### config.mk
export PLATFORM = sky130hd
export DESIGN_NAME = wpol_line_state
export DESIGN_NICKNAME = d
export VERILOG_FILES = /design/src/rtl/wpol_pkg.sv /design/src/rtl/wpol_policy_ctrl.sv /design/src/rtl/wpol_state_array.sv /design/src/rtl/wpol_line_state.sv
export SDC_FILE = /design/constraint.sdc
export NUM_CORES = 1
export LEC_CHECK = 0
export ABC_AREA = 1
export BUFFER_PORTS_ARGS = -buffer_cell sky130_fd_sc_hd__buf_2
export CORE_UTILIZATION = 55
export CTS_CLUSTER_DIAMETER = 40
export DETAILED_ROUTE_END_ITERATION = 10
export GPL_ROUTABILITY_DRIVEN = 0
export GPL_TIMING_DRIVEN = 0
export HOLD_SLACK_MARGIN = 0.08
export PLACE_DENSITY_LB_ADDON = 0.15
export SYNTH_ARGS = -nofsm -noshare
export SYNTH_HDL_FRONTEND = slang
export SYNTH_HIERARCHICAL = 1
export SYNTH_SLANG_ARGS = --single-unit
### constraint.sdc
create_clock -name clk -period 6.1 [get_ports clk]
set_input_delay 1.22 -clock clk [delete_from_list [all_inputs] [get_ports clk]]
set_output_delay 1.22 -clock clk [all_outputs]
set_load 0.1 [all_outputs]
### src/rtl/wpol_pkg.sv
package wpol_pkg;

  typedef enum logic [1:0] {
    LS_INV = 2'b00,
    LS_SHR = 2'b01,
    LS_EXC = 2'b10,
    LS_MOD = 2'b11
  } lineState_t;

  typedef enum logic [1:0] {
    EV_NONE    = 2'd0,
    EV_RD_MISS = 2'd1,
    EV_WR_HIT  = 2'd2,
    EV_WR_MISS = 2'd3
  } accEvent_t;

  typedef enum logic [1:0] {
    MODE_REAL = 2'd0,
    MODE_PROT = 2'd1,
    MODE_V86  = 2'd2,
    MODE_RSVD = 2'd3
  } opMode_t;

  typedef enum logic [1:0] {
    CLS_UNPAGED = 2'd0,
    CLS_DIRLVL  = 2'd1,
    CLS_PAGE4K  = 2'd2,
    CLS_OTHER   = 2'd3
  } accClass_t;

  // Strobes from control to the state array
  typedef struct packed {
    logic       wrEn;
    lineState_t wrState;
  } stateStrobe_t;

endpackage

### src/rtl/wpol_policy_ctrl.sv
module wpol_policy_ctrl
  import wpol_pkg::*;
(
  input  opMode_t      opMode,
  input  logic         pagingOn,
  input  logic         wtBase,
  input  logic         wtDir,
  input  logic         wtTable,
  input  accClass_t    accClass,
  input  logic         policyPin,
  input  logic         dbgMode,
  input  accEvent_t    accEvent,
  input  lineState_t   curState,
  output logic         wtOut,
  output stateStrobe_t strobe
);

  logic pagedMode;
  logic exclOk;

  // Writethrough source selection
  always_comb begin
    pagedMode = (opMode == MODE_PROT) || (opMode == MODE_V86);
    wtOut = 1'b0;
    if (pagedMode && pagingOn) begin
      unique case (accClass)
        CLS_DIRLVL: wtOut = wtDir;
        CLS_PAGE4K: wtOut = wtTable;
        default:    wtOut = wtBase;
      endcase
    end
  end

  assign exclOk = !wtOut && policyPin;

  // Line state transition
  always_comb begin
    strobe.wrEn    = 1'b0;
    strobe.wrState = curState;
    unique case (accEvent)
      EV_RD_MISS: begin
        if (!dbgMode) begin
          strobe.wrEn    = 1'b1;
          strobe.wrState = exclOk ? LS_EXC : LS_SHR;
        end
      end
      EV_WR_HIT: begin
        unique case (curState)
          LS_SHR: begin
            strobe.wrEn    = 1'b1;
            strobe.wrState = exclOk ? LS_EXC : LS_SHR;
          end
          LS_EXC, LS_MOD: begin
            strobe.wrEn    = 1'b1;
            strobe.wrState = LS_MOD;
          end
          default: ;
        endcase
      end
      EV_WR_MISS: begin
        if (dbgMode && exclOk && (curState == LS_SHR)) begin
          strobe.wrEn    = 1'b1;
          strobe.wrState = LS_EXC;
        end
      end
      default: ;
    endcase
  end

endmodule

### src/rtl/wpol_state_array.sv
module wpol_state_array
  import wpol_pkg::*;
#(
  parameter int LINES = 16,
  localparam int IdxW = $clog2(LINES)
) (
  input  logic         clk,
  input  logic         rstN,
  input  logic [IdxW-1:0] lineIdx,
  input  stateStrobe_t strobe,
  output lineState_t   curState
);

  lineState_t states [LINES];

  for (genvar g = 0; g < LINES; g++) begin : g_line
    always_ff @(posedge clk or negedge rstN) begin
      if (!rstN) begin
        states[g] <= LS_INV;
      end else if (strobe.wrEn && (lineIdx == IdxW'(g))) begin
        states[g] <= strobe.wrState;
      end
    end
  end

  assign curState = states[lineIdx];

endmodule

### src/rtl/wpol_line_state.sv
module wpol_line_state
  import wpol_pkg::*;
#(
  parameter int LINES = 16,
  localparam int IdxW = $clog2(LINES)
) (
  input  logic            clk,
  input  logic            rstN,
  input  logic [1:0]      opMode,
  input  logic            pagingOn,
  input  logic            wtBase,
  input  logic            wtDir,
  input  logic            wtTable,
  input  logic [1:0]      accClass,
  input  logic            policyPin,
  input  logic            dbgMode,
  input  logic [IdxW-1:0] lineIdx,
  input  logic [1:0]      accEvent,
  output logic            wtOut,
  output logic [1:0]      lineState
);

  stateStrobe_t strobe;
  lineState_t   curState;

  wpol_policy_ctrl u_ctrl (
    .opMode    (opMode_t'(opMode)),
    .pagingOn  (pagingOn),
    .wtBase    (wtBase),
    .wtDir     (wtDir),
    .wtTable   (wtTable),
    .accClass  (accClass_t'(accClass)),
    .policyPin (policyPin),
    .dbgMode   (dbgMode),
    .accEvent  (accEvent_t'(accEvent)),
    .curState  (curState),
    .wtOut     (wtOut),
    .strobe    (strobe)
  );

  wpol_state_array #(.LINES(LINES)) u_array (
    .clk      (clk),
    .rstN     (rstN),
    .lineIdx  (lineIdx),
    .strobe   (strobe),
    .curState (curState)
  );

  assign lineState = curState;

endmodule

# Word level (Yosys, flattened, before mapping)

Index checks and enable logic that the tools add are counted.

Logic and storage cells: 77
Output and inout bits: 3
Bits of input ports: 18
Bits in registers: 32

Muxes and demuxes: 10
Eq/ne operators: 25
$lt $le $gt $ge: 1
Bitwise operators: 1
Reductions and logical operators: 24

Operator list:

| kind                                                | count |
|---|---|
| equality test 4 bit, second input constant          | 8 |
| logical AND 1 bit                                   | 20 |
| equality test 4 x 3 -> 1 bit, second input constant | 4 |
| equality test 2 bit, second input constant          | 6 |
| case mux 3 bit (3 select lines)                     | 1 |
| binary-select mux 2 bit (select 4 bit)              | 1 |
| equality test 2 x 1 -> 1 bit, second input constant | 4 |
| equality test 4 x 2 -> 1 bit, second input constant | 2 |
| two-way mux 2 bit                                   | 3 |
| two-way mux 3 bit                                   | 2 |
| case mux 3 bit (2 select lines)                     | 1 |
| >= comparator 5 bit, second input constant          | 1 |
| inverter 4 -> 5 bit                                 | 1 |
| equality test 4 x 1 -> 1 bit, second input constant | 1 |
| logical NOT 4 bit                                   | 1 |
| case mux 1 bit (2 select lines)                     | 1 |
| OR reduction 2 bit                                  | 1 |
| logical NOT 1 bit                                   | 1 |
| logical OR 1 bit                                    | 1 |
| two-way mux 1 bit                                   | 1 |

# Depth between registers and ports, before layout

Word-level depth: 11
Depth in mapped cells: 21

# Hierarchy

The synthesis kept the hierarchy.

Modules (own cells, without submodules):

| module           | instances | seq. area each (um^2) | cells each | area each (um^2) |
|---|---|---|---|---|
| wpol_state_array | 1         | 800.8                 | 226        | 1710.4 |
| wpol_policy_ctrl | 1         | 0.0                   | 57         | 277.8 |

# Least setup slack after synthesis

OpenSTA, ideal clock, no wires.

Path kind: input to register
Start: in lineIdx[0]
End: reg u_array/states[31] (netlist name)
Data arrival time: 3868 ps
Buffers on the path: 2
Slack: 2101 ps
Setup time: 131 ps
Data required time: 5969 ps
Cell stages on the path: 20
Cell sequence: buf_6 -> buf_12 -> nand2_1 -> nand2_1 -> nand2_1 -> nand2_1 -> nand2_1 -> nand2_1 -> inv_1 -> nand2_1 -> inv_2 -> nand2_2 -> nor2_2 -> nand3_2 -> o21ai_1 -> inv_2 -> nor3_4 -> nand2_1 -> nand2_1 -> o21ai_1

RTL lines:

| what                          | line                   | RTL |
|---|---|---|
| start, declared               | wpol_line_state.sv:17  | `input logic [IdxW-1:0] lineIdx,` |
| end signal, assigned by index | wpol_state_array.sv:21 | `states[g] <= strobe.wrState;` |
| end, declared                 | wpol_state_array.sv:14 | `lineState_t states [LINES];` |

# Worst setup path in the final report

Start: in lineIdx[0]
End: out lineState[0]

Word-level cells in the longest chain between the ends: 4

RTL lines:

| what                                                 | line                   | RTL |
|---|---|---|
| inverter 4 -> 5 bit (implied by the code)            | wpol_state_array.sv:26 | `assign curState = states[lineIdx];` |
| binary-select mux 2 bit (select 4 bit)               | wpol_state_array.sv:26 |  |
| two-way mux 2 bit (implied by the code) (2 in a row) | wpol_state_array.sv:26 |  |
| end, declared                                        | wpol_line_state.sv:20  | `output logic [1:0] lineState` |

Every way passes these cells. The select of a mux whose other input is x is not followed.

==> results.txt <==
fin crit share -> 0.6453
layout cell share with drive strength beyond 1 -> 0.1897
GR Util met2 -> 0.4162
die height -> 62.13 µm
fin crit period -> 3936 ps
# fillers -> 312
area post-placement -> 0.002146 mm²
initial core utilization -> 0.5866
power per cell area -> 266.8 mW/mm²
Synth cell types -> 21
drc violations -> 0
gr usage total -> 0.2505
Hold Path Origin -> u_array/states[29]
first-pass GRT wire length -> 7.403 mm
H-tree depth -> 2
number of global-route vias before repair -> 1675
die area -> 0.003860 mm²
CP Capture Type -> output pin
R2R Setup Slk -> 3500 ps
Post-Layout Cell Count -> 357
Top Registers -> u_array/states (32)
Reg-to-Reg Start -> u_array/states[3]
Site Rows -> 21
top cell type's share of synthesized area -> 0.4028
Post-DP HPWL -> 3.049 mm
drt via density -> 4.941
CTS tree -> yes
Mapped Avg Cell Area -> 7.025 µm²
main combinational cell family by area after synthesis -> simple AND/OR/NAND/NOR gates
reg2reg path depth -> 18
Post-DRT Antenna Nets -> 0
Die Wd -> 62.13 µm
clk sinks -> 32
CTS root buf -> clkbuf_4
critical path startpoint category -> input pin
CTS Buffer Depth -> 2
drt first pass iters -> 4
fmax -> 254.1 MHz
largest net degree at the start of global routing -> 33
post-synthesis mux area share -> 0
GR peak layer -> met2
final setup TNS -> 0 ps
n_diodes -> 0
Largest register FFs -> 32
Final Hold Fails -> 0
Syn Inst Count -> 283
post-CTS resize count -> 0
complex-gate fraction of the synthesized area -> 0.09062
Synth Area in Simple Gates -> 0.4065
hold_ws -> 492.3 ps
drt wl/cell -> 11.74 µm
Post-synth EDFFs -> 0
top_reg_cell synth -> dfrtp_1
Hold EP -> u_array/states[29]
Max Cap Viol -> 0
crit-path max FO -> 10
Area contributors post-synth -> dfrtp_1 (40%), nand2_1 (25%), o21ai_1 (4.3%)
antenna violations before repair -> 0
Placed Cells -> 349
RSZ-0062 raised after global routing -> no
reg2reg end -> u_array/states[14]
First DRT Iteration DRCs -> 100
clk_lat worst skew -> 340 ps
Post-Synth XOR/XNOR Area -> 0
Final Instance Area -> 0.002205 mm²
register area share after synthesis -> 0.4028
Largest Register -> u_array/states
async set-reset flop share out of synthesis -> 1.000
post-synthesis adder-cell area fraction -> 0.01259
peak supply drop -> 0.0001657 V
final wirelength -> 4.190 mm
status -> complete, no violations
nets -> 330
Static Leak -> 1.165 nW
Slew headroom -> 0.5311
postcts setup bufs -> 0
Slew Limit Fails -> 0
Syn Nets -> 303
post-synth top area cell -> dfrtp_1
Core Area -> 0.003390 mm²
WS Path Type -> input pin to output pin
via count -> 1764
clock skew -> 6.754 ps
worst-margin pin slew -> 703.4 ps
met3 Use GR -> 0.06250
count of buffers from port buffering -> 20
Post-Syn Area -> 0.001988 mm²
CP arrival -> 2720 ps
met1 global-route usage -> 0.3170
top cells by count, synth -> nand2_1 (135), dfrtp_1 (32), inv_1 (21), nor2_1 (17), o21ai_1 (17)
TritonCTS buffer count -> 5
area grow syn2layout -> 10.89%
GRT Residual Overflow -> 0
worst hold-check path type -> flip-flop to flip-flop
# IOs -> 21
Required @ worst endpoint -> 4880 ps
post-layout util -> 0.6504
count leader, synth -> nand2_1
hold_buf cts -> 0
clock slew at reported path FFs -> 90 ps
warning count from the yosys run -> 6
final setup violating endpoints -> 0
Min-Delay Path Depth -> 2
Seq cells post-synth -> 32
==> per-layer routing <==
layer / routed length (µm) / part of all wire
met5: 0 / 0
met4: 54 / 0.013
met3: 191 / 0.046
met2: 2007 / 0.48
met1: 1937 / 0.46
==> power breakdown <==
group	switching, mW	leakage (nW)	total, mW	internal [mW]
clock network	0.0695	0.0326	0.126	0.0568
logic	0.126	0.707	0.185	0.0588
registers	0.0230	0.425	0.277	0.254
total	0.219	1.17	0.588	0.369
==> cell usage in the layout, fill, tap and decap left out <==
cell,count
a21oi_1,14
buf_12,1
buf_2,20
buf_4,2
buf_6,2
clkbuf_1,4
clkbuf_4,5
clkbuf_8,1
dfrtp_1,32
ha_1,2
inv_1,21
inv_2,8
nand2_1,135
nand2_2,4
nand3_1,2
nand3_2,3
nand3_4,2
nand4_1,3
nor2_1,17
nor2_2,3
nor2_4,6
nor3_4,2
o21ai_0,5
o21ai_1,17
==> per-stage QoR <==
step / power [mW] / setup slack [ps]
5_1_grt: 0.6296 / 2024
6_report: 0.5881 / 2164
2_1_floorplan: 0.4170 / 2101
3_3_place_gp: 0.4599 / 2148
3_5_place_dp: 0.4654 / 2158
4_1_cts: 0.5934 / 2153
==> critical path, cell delays in order <==
cell and delay [ps]:
buf_2 110, inv_2 180, buf_6 190, nand2_1 60, nand2_1 60, nand2_1 50, nand2_1 50, nand2_1 40
nand2_1 70, inv_1 40, nand2_1 170, buf_2 470
==> cells by family after synthesis <==
group                    count (synthesis)
flip-flops                              32
adder cells (fa/ha/maj)                  2
AND/OR/NAND/NOR                        177
AO/OA/AOI/OAI                           36
buffers and inverters                   36
==> area by class of cell <==
| cell class | instances | area [µm²] | area share |
|---|---|---|---|
| multi-input cells | 215 | 1013 | 0.4597 |
| flip-flops and latches | 32 | 800.8 | 0.3632 |
| inverters | 29 | 108.9 | 0.04938 |
| repair buffers | 20 | 100.1 | 0.04540 |
| plain buffers | 7 | 65.06 | 0.02951 |
| clock buffers | 8 | 58.81 | 0.02667 |
| well taps | 46 | 57.56 | 0.02611 |
==> worst max path at each step <==
stage | start | to | slack (ps) | depth (start not counted)
CTS | lineIdx[0] | lineState[0] | 2150 | 12
floorplan | lineIdx[0] | u_array/states[31] | 2100 | 20
global placement | lineIdx[0] | lineState[0] | 2150 | 12
detailed placement | lineIdx[0] | lineState[0] | 2160 | 12
global route | lineIdx[0] | lineState[0] | 2020 | 12
finish | lineIdx[0] | lineState[0] | 2160 | 12
(Power assumes the default switching activity.)
